<file path="config.mk">
export PLATFORM = sky130hd
export DESIGN_NAME = dma_chan_ctrl
export DESIGN_NICKNAME = d
export VERILOG_FILES = /design/src/rtl/dma_chan_pkg.sv /design/src/rtl/dma_chan_dp.sv /design/src/rtl/dma_chan_ctl.sv /design/src/rtl/dma_chan_ctrl.sv
export SDC_FILE = /design/constraint.sdc
export NUM_CORES = 1
export LEC_CHECK = 0
export ABC_AREA = 1
export BUFFER_PORTS_ARGS = -buffer_cell sky130_fd_sc_hd__buf_2
export CAP_MARGIN = 30
export CORE_AREA = 2 2 69 88
export CTS_CLUSTER_DIAMETER = 30
export DETAILED_ROUTE_END_ITERATION = 10
export DIE_AREA = 0 0 71 90
export PLACE_DENSITY = 0.74
export SYNTH_ARGS = -nofsm -noshare
export SYNTH_HDL_FRONTEND = slang
export SYNTH_SLANG_ARGS = --single-unit
</file>
<file path="constraint.sdc">
create_clock -name clk -period 6.18 [get_ports clk]
set_input_delay 1.236 -clock clk [delete_from_list [all_inputs] [get_ports clk]]
set_output_delay 1.236 -clock clk [all_outputs]
set_load 0.01 [all_outputs]
</file>
<file path="src/rtl/dma_chan_pkg.sv">
package dma_chan_pkg;

  typedef enum logic [1:0] {
    MODE_NORMAL  = 2'd0,
    MODE_BLOCK   = 2'd1,
    MODE_CLUSTER = 2'd2,
    MODE_RSVD    = 2'd3
  } xferMode_e;

  typedef enum logic [3:0] {
    CAUSE_NONE    = 4'd0,
    CAUSE_DONE    = 4'd1,
    CAUSE_SWSTOP  = 4'd2,
    CAUSE_RPTEND  = 4'd3,
    CAUSE_AREAOVF = 4'd4,
    CAUSE_SIZEERR = 4'd5,
    CAUSE_ABORT   = 4'd6,
    CAUSE_ADDRERR = 4'd7,
    CAUSE_NMI     = 4'd8,
    CAUSE_RESET   = 4'd9
  } stopCause_e;

  // control -> datapath
  typedef struct packed {
    logic loadCfg;
    logic countUnit;
  } ctlStrobes_t;

  // datapath -> control
  typedef struct packed {
    logic lastInGroup;
    logic lastInTotal;
    logic midGroup;
    logic grouped;
    logic extTrig;
  } dpStatus_t;

endpackage

</file>
<file path="src/rtl/dma_chan_dp.sv">
module dma_chan_dp
  import dma_chan_pkg::*;
#(
  parameter int TOT_W         = 16,
  parameter int BLK_W         = 8,
  parameter int CLUSTER_UNITS = 4
) (
  input  logic             clk,
  input  logic             rstN,
  input  logic             standby,
  input  ctlStrobes_t      strb,
  input  logic [1:0]       cfgMode,
  input  logic             cfgExtTrig,
  input  logic [TOT_W-1:0] cfgTotal,
  input  logic [BLK_W-1:0] cfgBlkSize,
  output dpStatus_t        stat
);

  localparam int CLU_W = $clog2(CLUSTER_UNITS + 1);
  localparam int POS_W = (BLK_W > CLU_W) ? BLK_W : CLU_W;

  logic [TOT_W-1:0] remCnt;
  logic [POS_W-1:0] posCnt;
  logic [POS_W-1:0] grpSize;
  logic [POS_W-1:0] cluLen;
  logic [BLK_W-1:0] blkQ;
  xferMode_e        modeQ;
  logic             extQ;
  logic             lastInGroup;
  logic             lastInTotal;

  generate
    if (CLUSTER_UNITS <= 1) begin : g_cluSingle
      assign cluLen = POS_W'(1);
    end else begin : g_cluMulti
      assign cluLen = POS_W'(CLUSTER_UNITS);
    end
  endgenerate

  always_comb begin
    case (modeQ)
      MODE_BLOCK:   grpSize = (blkQ == '0) ? POS_W'(1) : POS_W'(blkQ);
      MODE_CLUSTER: grpSize = cluLen;
      default:      grpSize = POS_W'(1);
    endcase
  end

  assign lastInGroup = (posCnt == grpSize - POS_W'(1));
  assign lastInTotal = (remCnt == TOT_W'(1));

  always_ff @(posedge clk or negedge rstN) begin
    if (!rstN) begin
      remCnt <= '0;
      posCnt <= '0;
      blkQ   <= '0;
      modeQ  <= MODE_NORMAL;
      extQ   <= 1'b0;
    end else if (standby) begin
      remCnt <= '0;
      posCnt <= '0;
      blkQ   <= '0;
      modeQ  <= MODE_NORMAL;
      extQ   <= 1'b0;
    end else if (strb.loadCfg) begin
      remCnt <= cfgTotal;
      posCnt <= '0;
      blkQ   <= cfgBlkSize;
      modeQ  <= xferMode_e'(cfgMode);
      extQ   <= cfgExtTrig;
    end else if (strb.countUnit) begin
      remCnt <= remCnt - TOT_W'(1);
      posCnt <= (lastInGroup || lastInTotal) ? '0 : posCnt + POS_W'(1);
    end
  end

  assign stat.lastInGroup = lastInGroup;
  assign stat.lastInTotal = lastInTotal;
  assign stat.midGroup    = (posCnt != '0);
  assign stat.grouped     = (modeQ == MODE_BLOCK) || (modeQ == MODE_CLUSTER);
  assign stat.extTrig     = extQ;


  pos_in_group_chk: assert property (@(posedge clk) disable iff (!rstN)
    posCnt < grpSize);


  count_nonzero_chk: assert property (@(posedge clk) disable iff (!rstN)
    (strb.countUnit && !standby && !strb.loadCfg) |-> (remCnt != '0));

endmodule

</file>
<file path="src/rtl/dma_chan_ctl.sv">
module dma_chan_ctl
  import dma_chan_pkg::*;
(
  input  logic        clk,
  input  logic        rstN,
  input  logic        standby,
  input  logic        cfgWr,
  input  logic        cfgEnable,
  input  logic        cfgTotalNonZero,
  input  logic        extReq,
  input  logic        extAbort,
  input  logic        addrErr,
  input  logic        nmi,
  input  logic        rptEndIrq,
  input  logic        areaOvfIrq,
  input  logic        sizeErrIrq,
  input  logic        unitDone,
  input  dpStatus_t   stat,
  output ctlStrobes_t strb,
  output logic        xferGo,
  output logic        enBit,
  output logic [3:0]  stopCause
);

  logic       enBitQ;
  logic       busyQ;
  logic       grpActQ;
  logic       pendStopQ;
  stopCause_e causeQ;
  stopCause_e haltCause;

  logic wrSet, wrClr, startOk, countUnit, grpEnd, inGroup;
  logic swNow, pendNow, swLate, halt, anyHw;

  assign wrSet     = cfgWr && cfgEnable;
  assign wrClr     = cfgWr && !cfgEnable;
  assign startOk   = !enBitQ && wrSet && cfgTotalNonZero;
  assign xferGo    = enBitQ && !busyQ && (!stat.extTrig || grpActQ);
  assign countUnit = enBitQ && busyQ && unitDone;
  assign grpEnd    = countUnit && (stat.lastInGroup || stat.lastInTotal);
  assign inGroup   = busyQ || stat.midGroup || xferGo;
  assign swNow     = enBitQ && wrClr && (!stat.grouped || !inGroup);
  assign pendNow   = pendStopQ || (enBitQ && wrClr && stat.grouped && inGroup);
  assign swLate    = grpEnd && pendNow;
  assign anyHw     = rptEndIrq || areaOvfIrq || sizeErrIrq || extAbort || addrErr || nmi;

  // lowest code wins
  always_comb begin
    haltCause = CAUSE_NONE;
    if (enBitQ) begin
      if (countUnit && stat.lastInTotal) haltCause = CAUSE_DONE;
      else if (swNow || swLate)          haltCause = CAUSE_SWSTOP;
      else if (rptEndIrq)                haltCause = CAUSE_RPTEND;
      else if (areaOvfIrq)               haltCause = CAUSE_AREAOVF;
      else if (sizeErrIrq)               haltCause = CAUSE_SIZEERR;
      else if (extAbort)                 haltCause = CAUSE_ABORT;
      else if (addrErr)                  haltCause = CAUSE_ADDRERR;
      else if (nmi)                      haltCause = CAUSE_NMI;
    end
  end

  assign halt = (haltCause != CAUSE_NONE);

  always_ff @(posedge clk or negedge rstN) begin
    if (!rstN) begin
      enBitQ    <= 1'b0;
      busyQ     <= 1'b0;
      grpActQ   <= 1'b0;
      pendStopQ <= 1'b0;
      causeQ    <= CAUSE_RESET;
    end else if (standby) begin
      enBitQ    <= 1'b0;
      busyQ     <= 1'b0;
      grpActQ   <= 1'b0;
      pendStopQ <= 1'b0;
      causeQ    <= CAUSE_RESET;
    end else if (halt) begin
      enBitQ    <= 1'b0;
      busyQ     <= 1'b0;
      grpActQ   <= 1'b0;
      pendStopQ <= 1'b0;
      causeQ    <= haltCause;
    end else if (startOk) begin
      enBitQ    <= 1'b1;
      busyQ     <= 1'b0;
      grpActQ   <= 1'b0;
      pendStopQ <= 1'b0;
      causeQ    <= CAUSE_NONE;
    end else if (enBitQ) begin
      if (xferGo)         busyQ <= 1'b1;
      else if (countUnit) busyQ <= 1'b0;
      pendStopQ <= pendNow;
      if (stat.extTrig) begin
        if (grpEnd)                   grpActQ <= 1'b0;
        else if (!grpActQ && extReq)  grpActQ <= 1'b1;
      end
    end
  end

  assign strb.loadCfg   = startOk;
  assign strb.countUnit = countUnit;
  assign enBit          = enBitQ;
  assign stopCause      = causeQ;


  ext_armed_only_chk: assert property (@(posedge clk) disable iff (!rstN)
    ($rose(enBitQ) && stat.extTrig) |-> !xferGo);


  sw_clear_now_chk: assert property (@(posedge clk) disable iff (!rstN)
    (enBitQ && wrClr && !stat.grouped && !standby) |=> !enBitQ);


  sw_clear_defer_chk: assert property (@(posedge clk) disable iff (!rstN)
    (enBitQ && wrClr && stat.grouped && busyQ && !unitDone && !anyHw && !standby) |=> enBitQ);


  total_done_chk: assert property (@(posedge clk) disable iff (!rstN)
    (countUnit && stat.lastInTotal && !standby) |=> (!enBitQ && causeQ == CAUSE_DONE));


  hw_halt_chk: assert property (@(posedge clk) disable iff (!rstN)
    (enBitQ && anyHw && !standby) |=> !enBitQ);


  one_unit_chk: assert property (@(posedge clk) disable iff (!rstN)
    xferGo |=> !xferGo);


  cause_valid_chk: assert property (@(posedge clk) disable iff (!rstN)
    (enBitQ == (causeQ == CAUSE_NONE)));

endmodule

</file>
<file path="src/rtl/dma_chan_ctrl.sv">
module dma_chan_ctrl
  import dma_chan_pkg::*;
#(
  parameter int TOT_W         = 16,
  parameter int BLK_W         = 8,
  parameter int CLUSTER_UNITS = 4
) (
  input  logic             clk,
  input  logic             rstN,
  input  logic             standby,
  input  logic             cfgWr,
  input  logic             cfgEnable,
  input  logic [1:0]       cfgMode,
  input  logic             cfgExtTrig,
  input  logic [TOT_W-1:0] cfgTotal,
  input  logic [BLK_W-1:0] cfgBlkSize,
  input  logic             extReq,
  input  logic             extAbort,
  input  logic             addrErr,
  input  logic             nmi,
  input  logic             rptEndIrq,
  input  logic             areaOvfIrq,
  input  logic             sizeErrIrq,
  input  logic             unitDone,
  output logic             xferGo,
  output logic             enBit,
  output logic [3:0]       stopCause
);

  ctlStrobes_t strb;
  dpStatus_t   stat;

  dma_chan_ctl u_ctl (
    .clk             (clk),
    .rstN            (rstN),
    .standby         (standby),
    .cfgWr           (cfgWr),
    .cfgEnable       (cfgEnable),
    .cfgTotalNonZero (cfgTotal != '0),
    .extReq          (extReq),
    .extAbort        (extAbort),
    .addrErr         (addrErr),
    .nmi             (nmi),
    .rptEndIrq       (rptEndIrq),
    .areaOvfIrq      (areaOvfIrq),
    .sizeErrIrq      (sizeErrIrq),
    .unitDone        (unitDone),
    .stat            (stat),
    .strb            (strb),
    .xferGo          (xferGo),
    .enBit           (enBit),
    .stopCause       (stopCause)
  );

  dma_chan_dp #(
    .TOT_W         (TOT_W),
    .BLK_W         (BLK_W),
    .CLUSTER_UNITS (CLUSTER_UNITS)
  ) u_dp (
    .clk        (clk),
    .rstN       (rstN),
    .standby    (standby),
    .strb       (strb),
    .cfgMode    (cfgMode),
    .cfgExtTrig (cfgExtTrig),
    .cfgTotal   (cfgTotal),
    .cfgBlkSize (cfgBlkSize),
    .stat       (stat)
  );

endmodule

</file>
# Yosys cells after proc, flatten, opt, wreduce, memory -nomap -nowiden
# Cells that the tools add are included.
dict set report totals {
  regBits 43
  input_bits 40
  out_inout_bits 6
  elab_cells 108
}
dict set report op_classes {
  addsub 3
  eq_ne 4
  mux 47
  n_reduce_logical 44
}
# op count
set op_table {}
lappend op_table {{$mux 8} 7}
lappend op_table {{$mux 16} 3}
lappend op_table {{$mux 4} 12}
lappend op_table {{$mux 1} 22}
lappend op_table {{$eq 16x1->1 const B} 1}
lappend op_table {{$logic_and 1x1->1} 16}
lappend op_table {{$pmux 8 s2} 1}
lappend op_table {{$reduce_bool 16->1} 1}
lappend op_table {{$sub 16x1->16 const B} 1}
lappend op_table {{$reduce_bool 4->1} 3}
lappend op_table {{$reduce_bool 5->1} 2}
lappend op_table {{$add 8x1->8 const B} 1}
lappend op_table {{$eq 8x8->1} 1}
lappend op_table {{$logic_not 8->1} 1}
lappend op_table {{$logic_or 1x1->1} 8}
lappend op_table {{$reduce_bool 8->1} 1}
lappend op_table {{$sub 8x1->8 const B} 1}
lappend op_table {{$logic_not 1->1} 7}
lappend op_table {{$reduce_bool 3->1} 2}
lappend op_table {{$mux 2} 2}
lappend op_table {{$reduce_and 3->1} 1}
lappend op_table {{$eq 2x1->1 const B} 1}
lappend op_table {{$eq 2x2->1 const B} 1}
lappend op_table {{$reduce_and 2->1} 1}
lappend op_table {{$reduce_bool 2->1} 1}

# Logic depth before layout (Yosys ltp)
# Gate-level depths: netlist of run 1.
dict set report depth {
  word_depth 15
  depth_mapped 23
}

# Hierarchy
# Synthesis of run 1 repeated with hierarchy kept, for this count alone.
dict set report unflattened {
  hier_cells 466
  hier_area_um2 3199.3
}
# mod instances cells_per_inst area_per_inst_um2 seq_area_each_um2
set by_module_without_submodules {}
lappend by_module_without_submodules {dma_chan_dp 1 365 2461.1 875.8}
lappend by_module_without_submodules {dma_chan_ctl 1 86 681.9 202.7}
lappend by_module_without_submodules {dma_chan_ctrl 1 15 56.3 0.0}

# Least setup slack after synthesis of run 1
# OpenSTA, ideal clock, no wires.
dict set report synth_path {
  path_kind {input -> register}
  from {input port cfgTotal[8]}
  to {register u_dp.remCnt[15]}
  setup_time_ns 0.133
  arrival_time_ns 2.559
  required_ns 6.047
  slack_ns 3.488
  cell_stages 11
  path_cell_list {nor4_1 > nand4_1 > nand2_1 > inv_2 > nor2_4 > inv_1 > nor2_2 > nor2_1 > clkbuf_1 > o21ai_0 > o22ai_1}
}
dict set report synth_via {
  elab_chain_cells 4
  word_cells_on_any_way 5
}
# item line
set synth_lines {}
lappend synth_lines {{from (decl)} dma_chan_ctrl.sv:15} ;# input logic [TOT_W-1:0] cfgTotal,
lappend synth_lines {{$reduce_bool 16->1 *} dma_chan_ctrl.sv:39} ;# .cfgTotalNonZero (cfgTotal != '0),
lappend synth_lines {{$logic_and 1x1->1 *} dma_chan_ctl.sv:37} ;# assign startOk = !enBitQ && wrSet && cfgTotalNonZero;
lappend synth_lines {{$mux 16} dma_chan_dp.sv:64} ;# end else if (strb.loadCfg) begin
lappend synth_lines {{$mux 16} dma_chan_dp.sv:58} ;# end else if (standby) begin
lappend synth_lines {{to (signal assigned)} dma_chan_dp.sv:65} ;# remCnt <= cfgTotal;
lappend synth_lines {{to (signal assigned)} dma_chan_dp.sv:71} ;# remCnt <= remCnt - TOT_W'(1);
lappend synth_lines {{to (decl)} dma_chan_dp.sv:22} ;# logic [TOT_W-1:0] remCnt;
# Every way passes the cells marked *; elsewhere a longest branch is shown, timed or not.
# A chain may end at the register's enable or synchronous reset.

# Worst setup path in the final report of run 1
dict set report layout_path {
  from {input port cfgTotal[0]}
  to {register u_ctl.busyQ}
}
dict set report layout_via {
  elab_chain_cells 5
  word_cells_on_any_way 8
}
# item line
set layout_lines {}
lappend layout_lines {{$reduce_bool 16->1 *} dma_chan_ctrl.sv:39}
lappend layout_lines {{$logic_and 1x1->1 *} dma_chan_ctl.sv:37}
lappend layout_lines {{$mux 1} dma_chan_ctl.sv:83} ;# end else if (startOk) begin
lappend layout_lines {{$mux 1} dma_chan_ctl.sv:77} ;# end else if (halt) begin
lappend layout_lines {{$mux 1} dma_chan_ctl.sv:71} ;# end else if (standby) begin
lappend layout_lines {{to (signal assigned)} dma_chan_ctl.sv:73} ;# busyQ <= 1'b0;
lappend layout_lines {{to (signal assigned)} dma_chan_ctl.sv:79} ;# busyQ <= 1'b0;
lappend layout_lines {{to (signal assigned)} dma_chan_ctl.sv:85} ;# busyQ <= 1'b0;
lappend layout_lines {{to (decl)} dma_chan_ctl.sv:26} ;# logic busyQ;
# Marked as above.

==> out/results.txt, run 1 <==
Mapped Area - 2990 um2
synth cell count leaders - nand2_1 (89), inv_1 (57), dfrtp_1 (41), nand3_1 (36), nor2_1 (35)
Die ar. - 6390 um2
PD cells - 226 nW/um2
GRT Overall Usage - 24.0%
dpl ws - 1870 ps
worst-case reg-to-reg path depth - 9
Routed WL per cell - 13.7 um
Post-Synthesis Net Count - 463
deepest clock path buffer count - 2
count of flip-flops with a built-in enable after synthesis - 0
utilization after layout - 59.9%
critical path class - input pin to flip-flop
later-pin clock latency in the skew report - 300 ps
Max Cap Viol - 0
drt pass-1 iters - 4
post-CTS sizing - 0
Hold WC Path Type - flip-flop to flip-flop
Rows - 31
NetSw - 0.283 mW
Initial Utilization - 53.2%
Seq pwr share - 44.4%
minimum clock period - 4060 ps
outcome - finished, final reports clean
fin area - 3370 um2
Top FF cell, synth - dfrtp_1
global route total overflow - 0
final wirelength - 7220 um
setup_tns - 0 ps
Fmax achieved - 247 MHz
power share of the clock group - 24.3%
Routed Antenna Nets - 0
Final setup viols - 0
library cells used by synthesis - 39
WHS - 496 ps
largest net degree at the start of global routing - 32
cell count of the worst hold path - 2
Vias - 2,868
largest family of logic cells by synthesized area - simple AND/OR/NAND/NOR gates
IO Pins - 46
ANT cells - 0
Int Pwr - 0.477 mW
fraction of registers with async set/reset - 100%
Peak supply drop - 0.136 mV
vias per cell - 5.45
Synth top area share - 34.3%
crit-path cells - buf_2, nor4_1, nand4_1, nand2_1, inv_2, nor2_4, inv_1, nor2_2, inv_1, nor2_1, nand4_1, nand2_1
post-synthesis mux area share - 0.335%
# DRC - 0
Seq/Total Area, Yosys - 36.1%
startpoint types - input pin
crit path max fanout - 24
non-filler instance count after layout - 526
Req. time, crit path - 6420 ps
clock-pin slew on the worst setup and hold paths - 90 ps
P&R area growth vs syn - 12.6%
combinational group share of total power - 31.3%
Placeable Area - 5620 um2
RSZ-0062 raised after global routing - false
hold buffers post-CTS - 0
FF+latch count, synth - 43
Clk Tree Root Cell - clkbuf_8
first-pass GRT wire length - 12,500 um
initial antenna violation count - 0
Die Ht - 90 um
Slowest cell on crit path - nand2_1
Syn Inst Count - 416
compound-gate portion of the synthesized area - 12.9%
detailed placement HPWL - 5790 um
dpl cells - 518
period utilization - 65.6%
Leak Pwr - 1.69 nW
Fin Clk Skew - 5.32 ps
DP Area - 3280 um2
adder-cell area share of the yosys netlist - 2.93%
worst path bufs/invs - 4
Slew Limit Fails - 0
Synth Area in XOR/XNOR - 3.22%
crit path DAT - 4300 ps
CTS tree - built
Crit path depth - 12
post-synth top area cell - dfrtp_1
clock sink count - 43
yosys warns - 0
delay-heaviest family, CP - simple AND/OR/NAND/NOR gates
CTS Buf Count - 5
simple-gate share of the synthesized area - 35.1%
Synth Area per Inst - 7.19 um2
share of layout cells above drive strength 1 - 19.1%
I/O Buffers - 45
worst-margin pin slew - 733 ps
vias in the first global route - 2,803
Sw Ratio - 37.2%
# Post-CTS Setup Buffers - 0
die extent in x - 71 um
Total Power - 0.760 mW
slowest stage delay, CP - 570 ps
Synth area leaders - dfrtp_1 (34%), nand2_1 (11%), inv_1 (7.2%), nand3_1 (6.0%), nor2_1 (4.4%)
1st-iter DRT viols - 134
gp weighted congestion - 0.868
crit path capture type - flip-flop
Final #Nets - 506
most common cell in the synthesized netlist - nand2_1
Max H-tree Level - 2
Worst slew margin - 51.1%
final hold vios - 0
PnR worst setup slack - 2120 ps
## final cells by class
type                    instances  area [um2]
repair buffers                 46         245
clock buffers                   5        68.8
well taps                      66        82.6
inverters                      63         239
multi-input cells             300        1630
fillers                       538        2250
flip-flops and latches         43        1080
clock inverters                 3        23.8
## registers in the layout (all words and copies together), names as in the netlist, 2 cells and up
| signal | count |
|---|---|
| u_ctl.stopCause | 4 |
| u_dp.blkQ | 8 |
| u_dp.modeQ | 2 |
| u_dp.posCnt | 8 |
| u_dp.remCnt | 16 |
## cells in the final DEF, fill, tap and decap left out, types with 3 or more instances in the layout
cell,synthesis,final
nand2_2,8,8
buf_2,1,45
nand3_1,36,36
nor2_2,3,3
nor3_1,12,12
inv_1,57,57
xor2_1,9,9
dfrtp_1,41,41
nand4_1,10,10
nand3_2,4,4
clkbuf_8,0,5
inv_2,5,5
nor4_1,8,8
o22ai_1,20,20
ha_1,7,7
o21ai_0,24,24
nor2_1,35,35
o21ai_1,4,4
a21oi_1,12,12
nand2_1,89,89
## tightest hold or removal path, delay by kind of cell (launching register included)
family | cells | cell delay (ps)
simple gates | 2 | 130
flops | 1 | 370
## routing by layer
metal	GRT usage, %	part of all wire, %	wire, um	vias to the layer above
li1	-	-	-	1457
met1	27.4	41	2970	1339
met2	44.2	54	3880	56
met3	3.81	2.7	192	16
met4	8.18	2.4	172	0
met5	0	0	0	-
## power groups by stage
stage / clock network [mW] / logic [mW] / registers [mW]
global route: 0.199 / 0.270 / 0.341
CTS: 0.187 / 0.238 / 0.337
detailed placement: 0 / 0.238 / 0.342
floorplan: 0 / 0.177 / 0.334
global placement: 0 / 0.231 / 0.342
finish: 0.185 / 0.238 / 0.338
## worst paths after layout
kind / start / end / slack [ps]
min in group asynchronous: rstN / u_ctl.enBit / 820
max: cfgTotal[0] / u_ctl.busyQ / 2120
max reg2reg: u_ctl.enBit / u_dp.remCnt[2] / 2900
min: u_ctl.stopCause[3] / u_ctl.stopCause[3] / 500
max in group asynchronous: rstN / u_ctl.stopCause[0] / 4830
min reg2reg: u_ctl.stopCause[3] / u_ctl.stopCause[3] / 500
## cells by family (layout without fill, tap and decap cells)
group / after synthesis / after routing
and+or+nand+nor: 215 / 215
buffers and inverters: 73 / 117
AOI/OAI and AO/OA: 66 / 66
DFF: 43 / 43
xor gates and xnor gates: 11 / 11
adders and majority gates: 7 / 7
muxes: 1 / 1
(Power assumes the default switching activity.)
==> run 2: changes to the inputs <==
--- a/config.mk
+++ b/config.mk
@@ -8,10 +8,10 @@
 export ABC_AREA = 1
 export BUFFER_PORTS_ARGS = -buffer_cell sky130_fd_sc_hd__buf_2
 export CAP_MARGIN = 30
-export CORE_AREA = 2 2 69 88
+export CORE_AREA = 2 2 71 90
 export CTS_CLUSTER_DIAMETER = 30
 export DETAILED_ROUTE_END_ITERATION = 10
-export DIE_AREA = 0 0 71 90
+export DIE_AREA = 0 0 73 92
 export PLACE_DENSITY = 0.74
 export SYNTH_ARGS = -nofsm -noshare
 export SYNTH_HDL_FRONTEND = slang
==> constraint.sdc (replaced) <==
create_clock -name clk -period 3.36 [get_ports clk]
set_input_delay 0.672 -clock clk [delete_from_list [all_inputs] [get_ports clk]]
set_output_delay 0.672 -clock clk [all_outputs]
set_load 0.01 [all_outputs]
==> run 2 against run 1 <==
Core utilization is 3.2 points lower. Largest cell class unchanged. Register-to-register slack worse by 2500 ps. Non-clock buffer count is 2 higher. Hold slack worse by 190 ps. Flip-flop and latch count stayed put.
==> out/results.txt, run 2 (synthesized netlist as in run 1, its figures left out) <==
Initial Utilization - 50.1%
Routed WL per cell - 13.9 um
post-CTS sizing - 0
ANT cells - 0
Slew Limit Fails - 0
Int Pwr - 0.876 mW
Max H-tree Level - 2
grt met3 use - 3.19%
RSZ-0062 raised after global routing - false
CTS tree - built
clock-pin slew on the worst setup and hold paths - 90 ps
die extent in x - 73 um
max reg flops - 16
1st-iter DRT viols - 139
global route total overflow - 0
# DRC - 0
Fmax achieved - 337 MHz
minimum clock period - 2970 ps
crit path max fanout - 8
PD cells - 413 nW/um2
Leak Pwr - 1.70 nW
most frequent cells in the layout - nand2_1 (89), inv_1 (57), buf_2 (45)
hold buffers post-CTS - 0
Req. time, crit path - 3550 ps
P&R area growth vs syn - 13.1%
startpoint types - flip-flop
# Post-CTS Setup Buffers - 0
Final #Nets - 508
drt pass-1 iters - 4
final hold vios - 0
worst-margin pin slew - 755 ps
crit path DAT - 3160 ps
Total Power - 1.40 mW
Routed Antenna Nets - 0
power share of the clock group - 23.4%
met1 usage - 27.8%
Vias - 2,874
Reg2Reg Capture Point - u_ctl.stopCause[2]
Die Ht - 92 um
critical path class - flip-flop to flip-flop
CTS Buf Count - 5
reg2reg setup slack - 390 ps
deepest clock path buffer count - 2
gp weighted congestion - 0.879
Max Cap Viol - 0
Peak supply drop - 0.291 mV
setup_tns - 0 ps
final wirelength - 7360 um
worst-case reg-to-reg path depth - 23
GR peak layer - met2
vias in the first global route - 2,853
later-pin clock latency in the skew report - 290 ps
I/O Buffers - 45
Worst slew margin - 49.6%
Die ar. - 6720 um2
Rows - 32
IO Pins - 46
vias per cell - 5.42
Seq pwr share - 44.5%
clock sink count - 43
Largest Register - u_dp.remCnt
first-pass GRT wire length - 12,500 um
Placeable Area - 5970 um2
initial antenna violation count - 0
Clk Tree Root Cell - clkbuf_8
GR met2 Demand/Resource - 41.8%
reg-to-reg startpoint - u_dp.modeQ[1]
largest net degree at the start of global routing - 28
Fin Clk Skew - 10.1 ps
Sw Ratio - 37.3%
share of layout cells above drive strength 1 - 19.5%
NetSw - 0.521 mW
period utilization - 88.4%
crit path capture type - flip-flop
largest registers - u_dp.remCnt x16, u_dp.blkQ x8, u_dp.posCnt x8
Final setup viols - 0
utilization after layout - 56.7%
outcome - finished, final reports clean
commonest non-fill, non-tap cell in the layout - nand2_1
detailed placement HPWL - 5750 um
Hold WC Path Type - input pin to async pin
combinational group share of total power - 32.1%
GRT Overall Usage - 23.3%
-- run 2: cell count changes in the layout (fill, tap and decap cells not counted), sizes merged --
cell and delta:
clkinv +1, buf +2, inv -1
-- run 2: worst max-delay path by stage --
stage	from	end	slack [ps]
6_report	u_dp.modeQ[1]	u_ctl.stopCause[2]	390
5_1_grt	u_dp.modeQ[1]	u_ctl.enBit	140
3_5_place_dp	u_dp.modeQ[0]	u_ctl.enBit	400
2_1_floorplan	u_dp.modeQ[0]	u_ctl.busyQ	800
3_3_place_gp	u_dp.modeQ[1]	u_ctl.enBit	450
4_1_cts	u_dp.modeQ[0]	u_ctl.enBit	390
-- run 2: power groups by stage --
stage / Sequential [mW] / Combinational (mW) / Clock (mW)
final: 0.621 / 0.448 / 0.327
after global routing: 0.626 / 0.504 / 0.359
after CTS: 0.619 / 0.446 / 0.335
after detailed placement: 0.628 / 0.445 / 0
after global placement: 0.628 / 0.431 / 0
after floorplan: 0.614 / 0.326 / 0
-- run 2: worst max-delay path, cell delays in order (launching register included) --
cell	delay, ps
dfrtp_1	360
inv_1	60
ha_1	250
inv_2	140
nor2_1	50
o21ai_1	140
nand2_2	150
ha_1	280
xnor2_1	210
inv_1	60
nand2_1	50
nand3_1	60
nor2_1	110
nand2_1	70
nor2_2	110
nand3_2	110
nand2_2	100
nand3_4	100
nand3_1	120
nand2_1	80
nand2_2	80
inv_4	60
nand4_1	80
nand2_1	50
-- run 2: routing by layer --
metal,up-vias,part of all wire [%]
li1,1462,-
met1,1340,43
met2,62,52
met3,10,3.1
met4,0,2.1
met5,-,0
-- run 2: final cells by class --
class,count,area [um2]
fill,587,2580
clock inverter,3,20.0
sequential,43,1080
multi-input combinational,300,1630
timing repair buffer,48,260
clock buffer,5,68.8
inverter,63,239
tap,68,85.1
-- run 2: through the flow --
step                area, um2  hold slack, ps  setup WS, ps  cells
finish                   3380             305           390    530
global route             3380             313           135    530
CTS                      3380             312           390    530
detailed placement       3290             467           399    522
global placement         3270             466           453    521
floorplan                2990             376           804    416
